`src/rtl/dds_phase_pkg.sv`:
```
package dds_phase_pkg;

  // Dither register length for a given fraction width.
  function automatic int unsigned dither_len(input int unsigned frac_w);
    return (frac_w < 3) ? 3 : frac_w;
  endfunction

  // Feedback tap mask (bit n-1 set for tap n) of a maximal-length sequence
  // for register lengths 3 to 32, shift-left form.
  function automatic logic [31:0] tap_mask(input int unsigned width);
    logic [31:0] m;
    case (width)
      3:  m = (32'd1 << 2)  | (32'd1 << 1);
      4:  m = (32'd1 << 3)  | (32'd1 << 2);
      5:  m = (32'd1 << 4)  | (32'd1 << 2);
      6:  m = (32'd1 << 5)  | (32'd1 << 4);
      7:  m = (32'd1 << 6)  | (32'd1 << 5);
      8:  m = (32'd1 << 7)  | (32'd1 << 5) | (32'd1 << 4) | (32'd1 << 3);
      9:  m = (32'd1 << 8)  | (32'd1 << 4);
      10: m = (32'd1 << 9)  | (32'd1 << 6);
      11: m = (32'd1 << 10) | (32'd1 << 8);
      12: m = (32'd1 << 11) | (32'd1 << 5) | (32'd1 << 3) | (32'd1 << 0);
      13: m = (32'd1 << 12) | (32'd1 << 3) | (32'd1 << 2) | (32'd1 << 0);
      14: m = (32'd1 << 13) | (32'd1 << 4) | (32'd1 << 2) | (32'd1 << 0);
      15: m = (32'd1 << 14) | (32'd1 << 13);
      16: m = (32'd1 << 15) | (32'd1 << 14) | (32'd1 << 12) | (32'd1 << 3);
      17: m = (32'd1 << 16) | (32'd1 << 13);
      18: m = (32'd1 << 17) | (32'd1 << 10);
      19: m = (32'd1 << 18) | (32'd1 << 5) | (32'd1 << 1) | (32'd1 << 0);
      20: m = (32'd1 << 19) | (32'd1 << 16);
      21: m = (32'd1 << 20) | (32'd1 << 18);
      22: m = (32'd1 << 21) | (32'd1 << 20);
      23: m = (32'd1 << 22) | (32'd1 << 17);
      24: m = (32'd1 << 23) | (32'd1 << 22) | (32'd1 << 21) | (32'd1 << 16);
      25: m = (32'd1 << 24) | (32'd1 << 21);
      26: m = (32'd1 << 25) | (32'd1 << 5) | (32'd1 << 1) | (32'd1 << 0);
      27: m = (32'd1 << 26) | (32'd1 << 4) | (32'd1 << 1) | (32'd1 << 0);
      28: m = (32'd1 << 27) | (32'd1 << 24);
      29: m = (32'd1 << 28) | (32'd1 << 26);
      30: m = (32'd1 << 29) | (32'd1 << 5) | (32'd1 << 3) | (32'd1 << 0);
      31: m = (32'd1 << 30) | (32'd1 << 27);
      default: m = (32'd1 << 31) | (32'd1 << 21) | (32'd1 << 1) | (32'd1 << 0);
    endcase
    return m;
  endfunction

endpackage

```
`src/rtl/dds_rst_sync.sv`:
```
module dds_rst_sync #(
  parameter int unsigned STAGES = 2
) (
  input  logic clk,
  input  logic arst_n,
  output logic srst_n
);
  logic [STAGES-1:0] chain_q;
  logic [STAGES-1:0] chain_d;

  always_comb begin
    chain_d = {chain_q[STAGES-2:0], 1'b1};
  end

  always_ff @(posedge clk or negedge arst_n) begin
    if (!arst_n) chain_q <= '0;
    else         chain_q <= chain_d;
  end

  assign srst_n = chain_q[STAGES-1];
endmodule

```
`src/rtl/dds_phase_accum.sv`:
```
module dds_phase_accum #(
  parameter int unsigned          PHASE_W    = 15,
  parameter logic [PHASE_W-1:0]   INIT_PHASE = '0
) (
  input  logic               clk,
  input  logic               rst_n,
  input  logic               step_en,
  input  logic [PHASE_W-1:0] step,
  output logic [PHASE_W-1:0] acc
);
  logic [PHASE_W-1:0] acc_q;
  logic [PHASE_W-1:0] acc_d;

  // Sum truncated to PHASE_W: natural modulo wrap.
  always_comb begin
    acc_d = acc_q;
    if (step_en) acc_d = acc_q + step;
  end

  always_ff @(posedge clk or negedge rst_n) begin
    if (!rst_n)       acc_q <= INIT_PHASE;
    else if (step_en) acc_q <= acc_d;
  end

  assign acc = acc_q;

  p_acc_idle_hold_r3: assert property (@(posedge clk) disable iff (!rst_n)
    !step_en |=> $stable(acc_q));

endmodule

```
`src/rtl/dds_dither_lfsr.sv`:
```
module dds_dither_lfsr
  import dds_phase_pkg::*;
#(
  parameter int unsigned  WIDTH = 5,
  parameter logic [WIDTH-1:0] SEED = WIDTH'(1)
) (
  input  logic             clk,
  input  logic             rst_n,
  input  logic             adv,
  output logic [WIDTH-1:0] state
);
  localparam logic [31:0]      MASK32 = tap_mask(WIDTH);
  localparam logic [WIDTH-1:0] MASK   = MASK32[WIDTH-1:0];

  logic [WIDTH-1:0] st_q;
  logic [WIDTH-1:0] st_d;
  logic             fb;

  always_comb begin
    fb   = ^(st_q & MASK);
    st_d = st_q;
    if (adv) st_d = {st_q[WIDTH-2:0], fb};
  end

  always_ff @(posedge clk or negedge rst_n) begin
    if (!rst_n)   st_q <= SEED;
    else if (adv) st_q <= st_d;
  end

  assign state = st_q;

  p_never_zero_r7: assert property (@(posedge clk) disable iff (!rst_n)
    st_q != '0);
  p_hold_when_idle_r6: assert property (@(posedge clk) disable iff (!rst_n)
    !adv |=> $stable(st_q));

endmodule

```
`src/rtl/dds_dither_add.sv`:
```
module dds_dither_add #(
  parameter int unsigned PHASE_W = 15,
  parameter int unsigned FRAC_W  = 5,
  parameter bit          USE_DITHER = 1'b1
) (
  input  logic               clk,
  input  logic               rst_n,
  input  logic               smp_valid,
  input  logic [PHASE_W-1:0] acc,
  input  logic [((FRAC_W > 0) ? FRAC_W : 1)-1:0] offset,
  output logic               out_valid,
  output logic [PHASE_W-1:0] phase_word
);
  localparam int unsigned OFF_W = (FRAC_W > 0) ? FRAC_W : 1;
  localparam logic [PHASE_W:0] SPAN =
    USE_DITHER ? ((PHASE_W+1)'(1) << FRAC_W) : (PHASE_W+1)'(1);

  logic [PHASE_W-1:0] off_ext;
  logic [PHASE_W-1:0] sum_d;
  logic [PHASE_W-1:0] ph_q;
  logic               vld_q;

  generate
    if (USE_DITHER) begin : g_dith
      assign off_ext = PHASE_W'(offset);
    end else begin : g_plain
      logic unused_off;
      assign unused_off = ^offset;
      assign off_ext    = '0;
    end
  endgenerate

  always_comb begin
    sum_d = ph_q;
    if (smp_valid) sum_d = acc + off_ext;
  end

  always_ff @(posedge clk or negedge rst_n) begin
    if (!rst_n) begin
      ph_q  <= '0;
      vld_q <= 1'b0;
    end else begin
      vld_q <= smp_valid;
      if (smp_valid) ph_q <= sum_d;
    end
  end

  assign out_valid  = vld_q;
  assign phase_word = ph_q;

  p_valid_follows_r2: assert property (@(posedge clk) disable iff (!rst_n)
    smp_valid |=> out_valid);
  p_valid_quiet_r2: assert property (@(posedge clk) disable iff (!rst_n)
    !smp_valid |=> !out_valid);
  p_out_hold_r3: assert property (@(posedge clk) disable iff (!rst_n)
    !smp_valid |=> $stable(phase_word));
  p_offset_span_r8: assert property (@(posedge clk) disable iff (!rst_n)
    out_valid |-> ({1'b0, PHASE_W'(phase_word - $past(acc))} < SPAN));

endmodule

```
`src/rtl/dds_phase_dither.sv`:
```
module dds_phase_dither
  import dds_phase_pkg::*;
#(
  parameter int unsigned ADDR_W    = 8,
  parameter int unsigned FRAC_W    = 5,
  parameter bit          DITHER_EN = 1'b1,
  parameter logic [ADDR_W+2+FRAC_W-1:0] INIT_PHASE = 'h1234
) (
  input  logic                         clk,
  input  logic                         rst_n,
  input  logic                         in_valid,
  input  logic [ADDR_W+2+FRAC_W-1:0]   phase_step,
  output logic                         out_valid,
  output logic [ADDR_W+2+FRAC_W-1:0]   phase_word
);
  localparam int unsigned PHASE_W    = ADDR_W + 2 + FRAC_W;
  localparam bit          USE_DITHER = DITHER_EN && (FRAC_W > 0);
  localparam int unsigned LFSR_W     = dither_len(FRAC_W);
  localparam int unsigned OFF_W      = (FRAC_W > 0) ? FRAC_W : 1;

  logic               srst_n;
  logic [PHASE_W-1:0] acc;
  logic [OFF_W-1:0]   offset;

  dds_rst_sync #(.STAGES(2)) u_rst (
    .clk    (clk),
    .arst_n (rst_n),
    .srst_n (srst_n)
  );

  dds_phase_accum #(.PHASE_W(PHASE_W), .INIT_PHASE(INIT_PHASE)) u_acc (
    .clk     (clk),
    .rst_n   (srst_n),
    .step_en (in_valid),
    .step    (phase_step),
    .acc     (acc)
  );

  generate
    if (USE_DITHER) begin : g_lfsr
      logic [LFSR_W-1:0] lfsr_state;
      dds_dither_lfsr #(.WIDTH(LFSR_W), .SEED(LFSR_W'(1))) u_lfsr (
        .clk   (clk),
        .rst_n (srst_n),
        .adv   (in_valid),
        .state (lfsr_state)
      );
      assign offset = lfsr_state[OFF_W-1:0];
    end else begin : g_nolfsr
      assign offset = '0;
    end
  endgenerate

  dds_dither_add #(.PHASE_W(PHASE_W), .FRAC_W(FRAC_W),
                   .USE_DITHER(USE_DITHER)) u_add (
    .clk        (clk),
    .rst_n      (srst_n),
    .smp_valid  (in_valid),
    .acc        (acc),
    .offset     (offset),
    .out_valid  (out_valid),
    .phase_word (phase_word)
  );

  // nothing leaves the block while reset is held.
  p_reset_quiet_r1: assert property (@(posedge clk)
    !srst_n |=> (!out_valid && (phase_word == '0)));

endmodule

```
`config.mk`:
```
export PLATFORM = sky130hd
export DESIGN_NAME = dds_phase_dither
export DESIGN_NICKNAME = d
export VERILOG_FILES = /design/src/rtl/dds_phase_pkg.sv /design/src/rtl/dds_rst_sync.sv /design/src/rtl/dds_phase_accum.sv /design/src/rtl/dds_dither_lfsr.sv /design/src/rtl/dds_dither_add.sv /design/src/rtl/dds_phase_dither.sv
export SDC_FILE = /design/constraint.sdc
export NUM_CORES = 1
export LEC_CHECK = 0
export ABC_AREA = 1
export BUFFER_PORTS_ARGS = -buffer_cell sky130_fd_sc_hd__buf_2
export CAP_MARGIN = 5
export CORE_ASPECT_RATIO = 1.75
export CORE_MARGIN = 2
export CORE_UTILIZATION = 63
export DETAILED_ROUTE_END_ITERATION = 8
export PLACE_DENSITY = 0.92
export SYNTH_ARGS = -nofsm -noshare
export SYNTH_HDL_FRONTEND = slang
export SYNTH_SLANG_ARGS = --single-unit
export TNS_END_PERCENT = 20
```
`constraint.sdc`:
```
create_clock -name clk -period 2.5 [get_ports clk]
set_input_delay 0.5 -clock clk [delete_from_list [all_inputs] [get_ports clk]]
set_output_delay 0.5 -clock clk [all_outputs]
set_load 0.01 [all_outputs]
```
==> results of run 1 <==
[critical path: stages (launching register included)]
cell	delay [ns]
dfrtp_1	0.41
ha_1	0.24
fa_1	0.39
nand2_1	0.12
nand2_2	0.09
and2_1	0.19
nand3_1	0.12
nand2_1	0.06
nand2_1	0.06
nand2_1	0.05
nand2_1	0.05
nand2_1	0.05
[metal layers]
layer	global-route usage (%)	vias up
met5	0	-
met4	13.2	0
met3	3.81	21
met2	52.5	73
met1	30.1	1153
li1	-	1287
[cells in the final DEF, fill, tap and decap left out, types with 5 or more instances in the layout]
master    netlist  final
a21oi_1        12     12
buf_2           6     33
clkbuf_8        1      5
dfrtp_1        32     32
dfstp_2         6      6
ha_1           19     19
inv_1          47     47
inv_2           5      5
nand2_1       156    156
nand3_1        29     29
nor2_1         21     21
o21ai_1        15     15
xnor2_1         9      9
[sequential cells by signal (all words and copies together), names as in the netlist]
| name | count |
|---|---|
| g_lfsr.u_lfsr.state | 5 |
| u_acc.acc | 15 |
| u_add.out_valid | 1 |
| u_add.phase_word | 15 |
| u_rst.chain_q | 2 |
[metrics by stage]
step	worst slack, ns	total power [mW]	std cells	hold slack (ns)
2_1_floorplan	0.734	2.61	389	0.204
3_3_place_gp	0.531	3.02	467	0.283
3_5_place_dp	0.496	3.10	467	0.295
4_1_cts	0.576	3.51	476	0.321
5_1_grt	0.439	3.89	476	0.361
6_report	0.557	3.51	476	0.293
[kinds of logic (layout without fill, tap and decap cells)]
family | after synthesis | in the layout | synth area share (%)
other cells | 1 | 1 | 0.139
compound gates | 32 | 32 | 6.01
flops | 38 | 38 | 35.4
buf+inv | 60 | 98 | 8.97
fa+ha+maj | 21 | 21 | 10.3
xor+xnor | 11 | 11 | 3.56
simple gates | 226 | 226 | 35.6
[power by group through the flow]
stage / sequential, mW / combinational, mW / clock (mW)
global placement: 1.16 / 1.85 / 0
finish: 1.18 / 1.94 / 0.398
floorplan: 1.17 / 1.44 / 0
CTS: 1.17 / 1.93 / 0.403
detailed placement: 1.18 / 1.92 / 0
global route: 1.21 / 2.25 / 0.427
[what timing repair did]
| item | in CTS | in global routing |
|---|---|---|
| buffers inserted | 0 | 0 |
| endpoints found under the hold margin | 2 | 0 |
| hold buffers | 1 | 0 |
[final cells by class]
| cell class | instances | area share, % |
|---|---|---|
| clock buffer | 6 | 2.42 |
| clock inverter | 2 | 0.333 |
| inverter | 53 | 6.62 |
| multi-input combinational | 291 | 50.1 |
| sequential | 38 | 31.9 |
| tap | 49 | 2.04 |
| timing repair buffer | 37 | 6.58 |
[worst max-delay path by stage]
stage | startpoint | to | slack [ns] | cells past startpoint
after floorplan | phase_step[0] | u_acc.acc[14]$_DFFE_PN0P_ | 0.73 | 10
after global placement | phase_step[0] | u_acc.acc[14]$_DFFE_PN0P_ | 0.53 | 11
after detailed placement | phase_step[0] | u_acc.acc[14]$_DFFE_PN0P_ | 0.50 | 11
after CTS | u_acc.acc[0]$_DFFE_PN0P_ | u_add.phase_word[12]$_DFFE_PN0P_ | 0.58 | 11
after global routing | u_acc.acc[0]$_DFFE_PN0P_ | u_add.phase_word[12]$_DFFE_PN0P_ | 0.44 | 11
final | u_acc.acc[0]$_DFFE_PN0P_ | u_add.phase_word[12]$_DFFE_PN0P_ | 0.56 | 11
==> reports/results.txt, run 1 <==
Outcome: complete, no violations
Number of synthesized flops with an enable pin: 0
Worst VDD drop: 812 uV
Worst-path clk slew: 0.08 ns
Fill cells: 334
GRT Util Overall: 28.7%
Met3 Wirelength: 229 microns
Area added between synthesis and finish: 11.0%
Hold Crit Class: reg2async
CTS buffer count: 5
Leak Pwr: 1.71 nW
H-tree depth: 2
Fin crit share: 77.7%
Final setup TNS: 0 ns
Antenna Diode Count: 0
Worst Reg2Reg Path Length in Cells: 11
TritonCTS clock tree: built
Fmax: 515 MHz
FF+latch count, synth: 38
Die height: 90.7 microns
Element type at the critical path start: register
Bufs on Longest Clock Path: 2
Logic pwr share: 55.2%
Hold Vio Cnt, Final: 0
Post-CTS Resized: 0
Placement Cell Area: 2910 sq um
Synth cell types: 28
Rows: 31
Synthesized area per cell: 6.96 sq um
Synth Instances: 389
Top_reg_cell synth: dfrtp_1
Max FO, Critical Path: 3
Register area: 958 sq um
Clk root buf: clkbuf_8
Initial Utilization: 65.2%
CTS Sinks: 38
Max-cap violations: 0
Critical path capture point type: register
Sequential area share after synthesis: 35.4%
Synth top area cells: dfrtp_1 30%, nand2_1 22%, ha_1 8.8%
Synth cell count leaders: 156 x nand2_1, 47 x inv_1, 32 x dfrtp_1, 29 x nand3_1, 21 x nor2_1
Clock Skews: 0.0124 ns
Post-synth ARST share: 100%
Global-route wire length before repair: 10.4 mm
Synth area leader: dfrtp_1
DRC violations left: 0
RSZ-0062 raised after global routing: no
Core area: 4150 sq um
Final instance area: 3000 sq um
Synth Net Count: 428
Highest routed layer: met4
Switching portion of total power: 46.6%
Synthesized cell area: 2710 sq um
Nets: 465
Slew Viols, Final: 0
Worst r2r src: u_acc.acc[0]$_DFFE_PN0P_
Top-area cell type share of the netlist area: 29.6%
Largest net degree at the start of global routing: 37
Pin slew with the least headroom to its limit: 0.534 ns
Kind of critical path: reg2reg
GPL Wtd Cong: 0.927
Ports: 34
Final HPWL DP: 4.57 mm
Pwr dens: 1170 nW/um^2
Initial antenna violation count: 0
R2R setup slack: 0.56 ns
Die width: 53.5 microns
NetSw: 1.64 mW
Clock Latency Late Sink: 0.29 ns
ANT nets after route: 0
Slew margin rel.: 64.4%
R2R Path End: u_add.phase_word[12]$_DFFE_PN0P_
Sequential Power Share: 33.5%
Setup Viol. Count Final: 0
CP arrival: 2.13 ns
Worst EP required: 2.68 ns
DRT Pass-1 Iters: 4
Yosys warns: 0
Vias in the first global route: 2485
Multi-input logic area: 1510 sq um
Met2 routed wirelength: 3.29 mm
Total wire length: 5.93 mm
IO Port Bufs: 33
Utilization after layout: 72.4%
Clk pwr share: 11.3%
Tmin final: 1.94 ns
Via density: 5.32
Internal: 1.88 mW
Via count: 2534
WL met1: 2.19 mm
DR WL/cell: 12.5 microns
Count leader, synth: nand2_1
Die area: 4860 sq um
Starting DRT DRC Count: 97
GR Overflow Total: 0
Layout cells sized above 1: 14.8%
Power figures use the tool's default switching activity.
==> run 2, diff against run 1 <==
CORE_UTILIZATION = 53   (was 63)
PLACE_DENSITY = 0.83   (was 0.92)
clock period = 1.7 ns   (was 2.5 ns; I/O delays follow)
==> reports/results.txt, run 2 (synthesis gave the netlist of run 1 again) <==
Via density: 5.10 (-4.1%)
Bufs on Longest Clock Path: 2 (unchanged)
Max FO, Critical Path: 3 (unchanged)
Slew Viols, Final: 0 (unchanged)
Most frequent cells in the layout: 151 x nand2_1, 47 x inv_1, 33 x buf_2, 30 x dfrtp_1, 25 x nand3_1
DR WL/cell: 12.9 microns (+3.6%)
Initial Utilization: 54.8% (-10 points)
Vias in the first global route: 2530 (+1.8%)
Worst EP required: 1.89 ns (-0.79 ns)
WHS: 0.285 ns (-0.00720 ns)
Die height: 98.5 microns (+8.6%)
Initial antenna violation count: 0 (unchanged)
Pwr dens: 1740 nW/um^2 (+49%)
Area added between synthesis and finish: 22.0%
Kind of critical path: reg2reg
GR peak layer: met2
Post-Layout Cell Count: 496 (+4.2%)
Slowest cell delay on critical path: 0.44 ns (+0.03 ns)
Final HPWL DP: 4.80 mm (+5.0%)
Fmax: 590 MHz (+15%)
GR Overflow Total: 0 (unchanged)
Ports: 34 (unchanged)
Clk root buf: clkbuf_8
Most Frequent Cell on Critical Path: nand2_1
Utilization after layout: 66.9% (-5.5 points)
Clock Latency Late Sink: 0.29 ns (about the same)
GRT Util Overall: 23.8% (-4.9 points)
Setup Viol. Count Final: 0 (unchanged)
CP arrival: 1.88 ns (-0.25 ns)
GRT met1 Usage: 24.7% (-5.4 points)
Outcome: complete, no violations
Final instance area: 3300 sq um (+9.9%)
CTS buffer count: 5 (unchanged)
Leak Pwr: 1.79 nW (+4.8%)
Tmin final: 1.69 ns (-0.248 ns)
DRT Pass-1 Iters: 4 (unchanged)
Cells along the critical path: ha_4 > fa_2 > nand2_1 > nand2_1 > nand3_1 > nand2_2 > nand2_2 > nand3b_1 > nand3_1 > nand2_1
Critical path capture point type: register
Max-cap violations: 0 (unchanged)
Die area: 5720 sq um (+18%)
Element type at the critical path start: register
Worst-path clk slew: 0.07 ns (about the same)
Hold Vio Cnt, Final: 0 (unchanged)
Largest net degree at the start of global routing: 37 (unchanged)
Met3 usage: 1.97% (-1.8 points)
RSZ-0062 raised after global routing: yes
ANT nets after route: 0 (unchanged)
Met2 Resource Use GR: 44.5% (-8.0 points)
Hold Crit Class: reg2async
Global-route wire length before repair: 10.6 mm (+1.5%)
Via count: 2532 (-0.079%)
Starting DRT DRC Count: 78 (-20%)
Slowest stage cell, crit path: dfrtp_2
Worst VDD drop: 969 uV (+19%)
Placement Cell Area: 3030 sq um (+4.1%)
GPL Wtd Cong: 0.877 (-5.3%)
R2R setup slack: 0.005 ns (-0.55 ns)
Placed Cells: 485 (+3.9%)
Layout cells sized above 1: 23.1% (+8.3 points)
IO Port Bufs: 33 (unchanged)
Total wire length: 6.40 mm (+7.9%)
Antenna Diode Count: 0 (unchanged)
Clock Skews: 0.00703 ns (-0.00537 ns)
Rows: 34 (+9.7%)
Core area: 4930 sq um (+19%)
DRC violations left: 0 (unchanged)
TritonCTS clock tree: built
Pwr Total: 5.76 mW (+64%)
CTS Sinks: 38 (unchanged)
H-tree depth: 2 (unchanged)
Most common cell after layout, fill and taps aside: nand2_1
Nets: 480 (+3.2%)
Fin crit share: 99.7% (+22 points)
Die width: 58.0 microns (+8.3%)
[run 2: cell type report]
type,instances,area [sq um]
well taps,54,67.6
inverters,53,199
repair buffers,52,323
fillers,408,1630
flip-flops and latches,38,961
multi-input cells,291,1670
clock buffers,8,80.1
[run 2: routing by layer]
| layer | vias to the layer above | routed length, microns |
|---|---|---|
| li1 | 1319 | - |
| met1 | 1155 | 2560 |
| met4 | 0 | 224 |
| met2 | 43 | 3480 |
| met3 | 15 | 130 |
| met5 | - | 0 |
[run 2: critical path, delay by kind of cell, from the launching register on]
kind | cells | cell delay [ns]
simple gates | 8 | 0.61
fa+ha+maj | 2 | 0.53
flops | 1 | 0.44
[run 2: path summary, 6_finish.rpt]
| check | startpoint | end | depth (start not counted) |
|---|---|---|---|
| min | u_rst.chain_q[1]$_DFF_PN0_ | u_add.phase_word[10]$_DFFE_PN0P_ | 1 |
| min reg2reg | u_rst.chain_q[1]$_DFF_PN0_ | u_add.phase_word[10]$_DFFE_PN0P_ | 1 |
| max | u_acc.acc[0]$_DFFE_PN0P_ | u_acc.acc[10]$_DFFE_PN0P_ | 10 |
| max reg2reg | u_acc.acc[0]$_DFFE_PN0P_ | u_acc.acc[10]$_DFFE_PN0P_ | 10 |
| max in group asynchronous | u_rst.chain_q[1]$_DFF_PN0_ | u_acc.acc[2]$_DFFE_PN1P_ | 1 |
| min in group clk | u_rst.chain_q[0]$_DFF_PN0_ | u_rst.chain_q[1]$_DFF_PN0_ | 0 |
[run 2: metrics by stage]
stage | setup WS (ns) | setup TNS [ns]
final | 0.00511 | 0
after global routing | -0.130 | -0.812
after CTS | -0.00905 | -0.0247
after detailed placement | -0.158 | -0.593
after global placement | -0.0981 | -0.402
after floorplan | 0.0111 | 0
[run 2: repair_timing]
item / in CTS / in global routing
setup buffers: 1 / 1
setup endpoints to repair: 10 / 18
endpoints found under the hold margin: 2 / 0
hold buffers: 1 / 0
gates resized for setup: 6 / 25
pin swaps: 2 / 4
[run 2: power breakdown]
| part | internal [mW] | switching [mW] |
|---|---|---|
| clock | 0.291 | 0.308 |
| sequential | 1.34 | 0.329 |
| combinational | 1.53 | 1.95 |
| total | 3.16 | 2.59 |
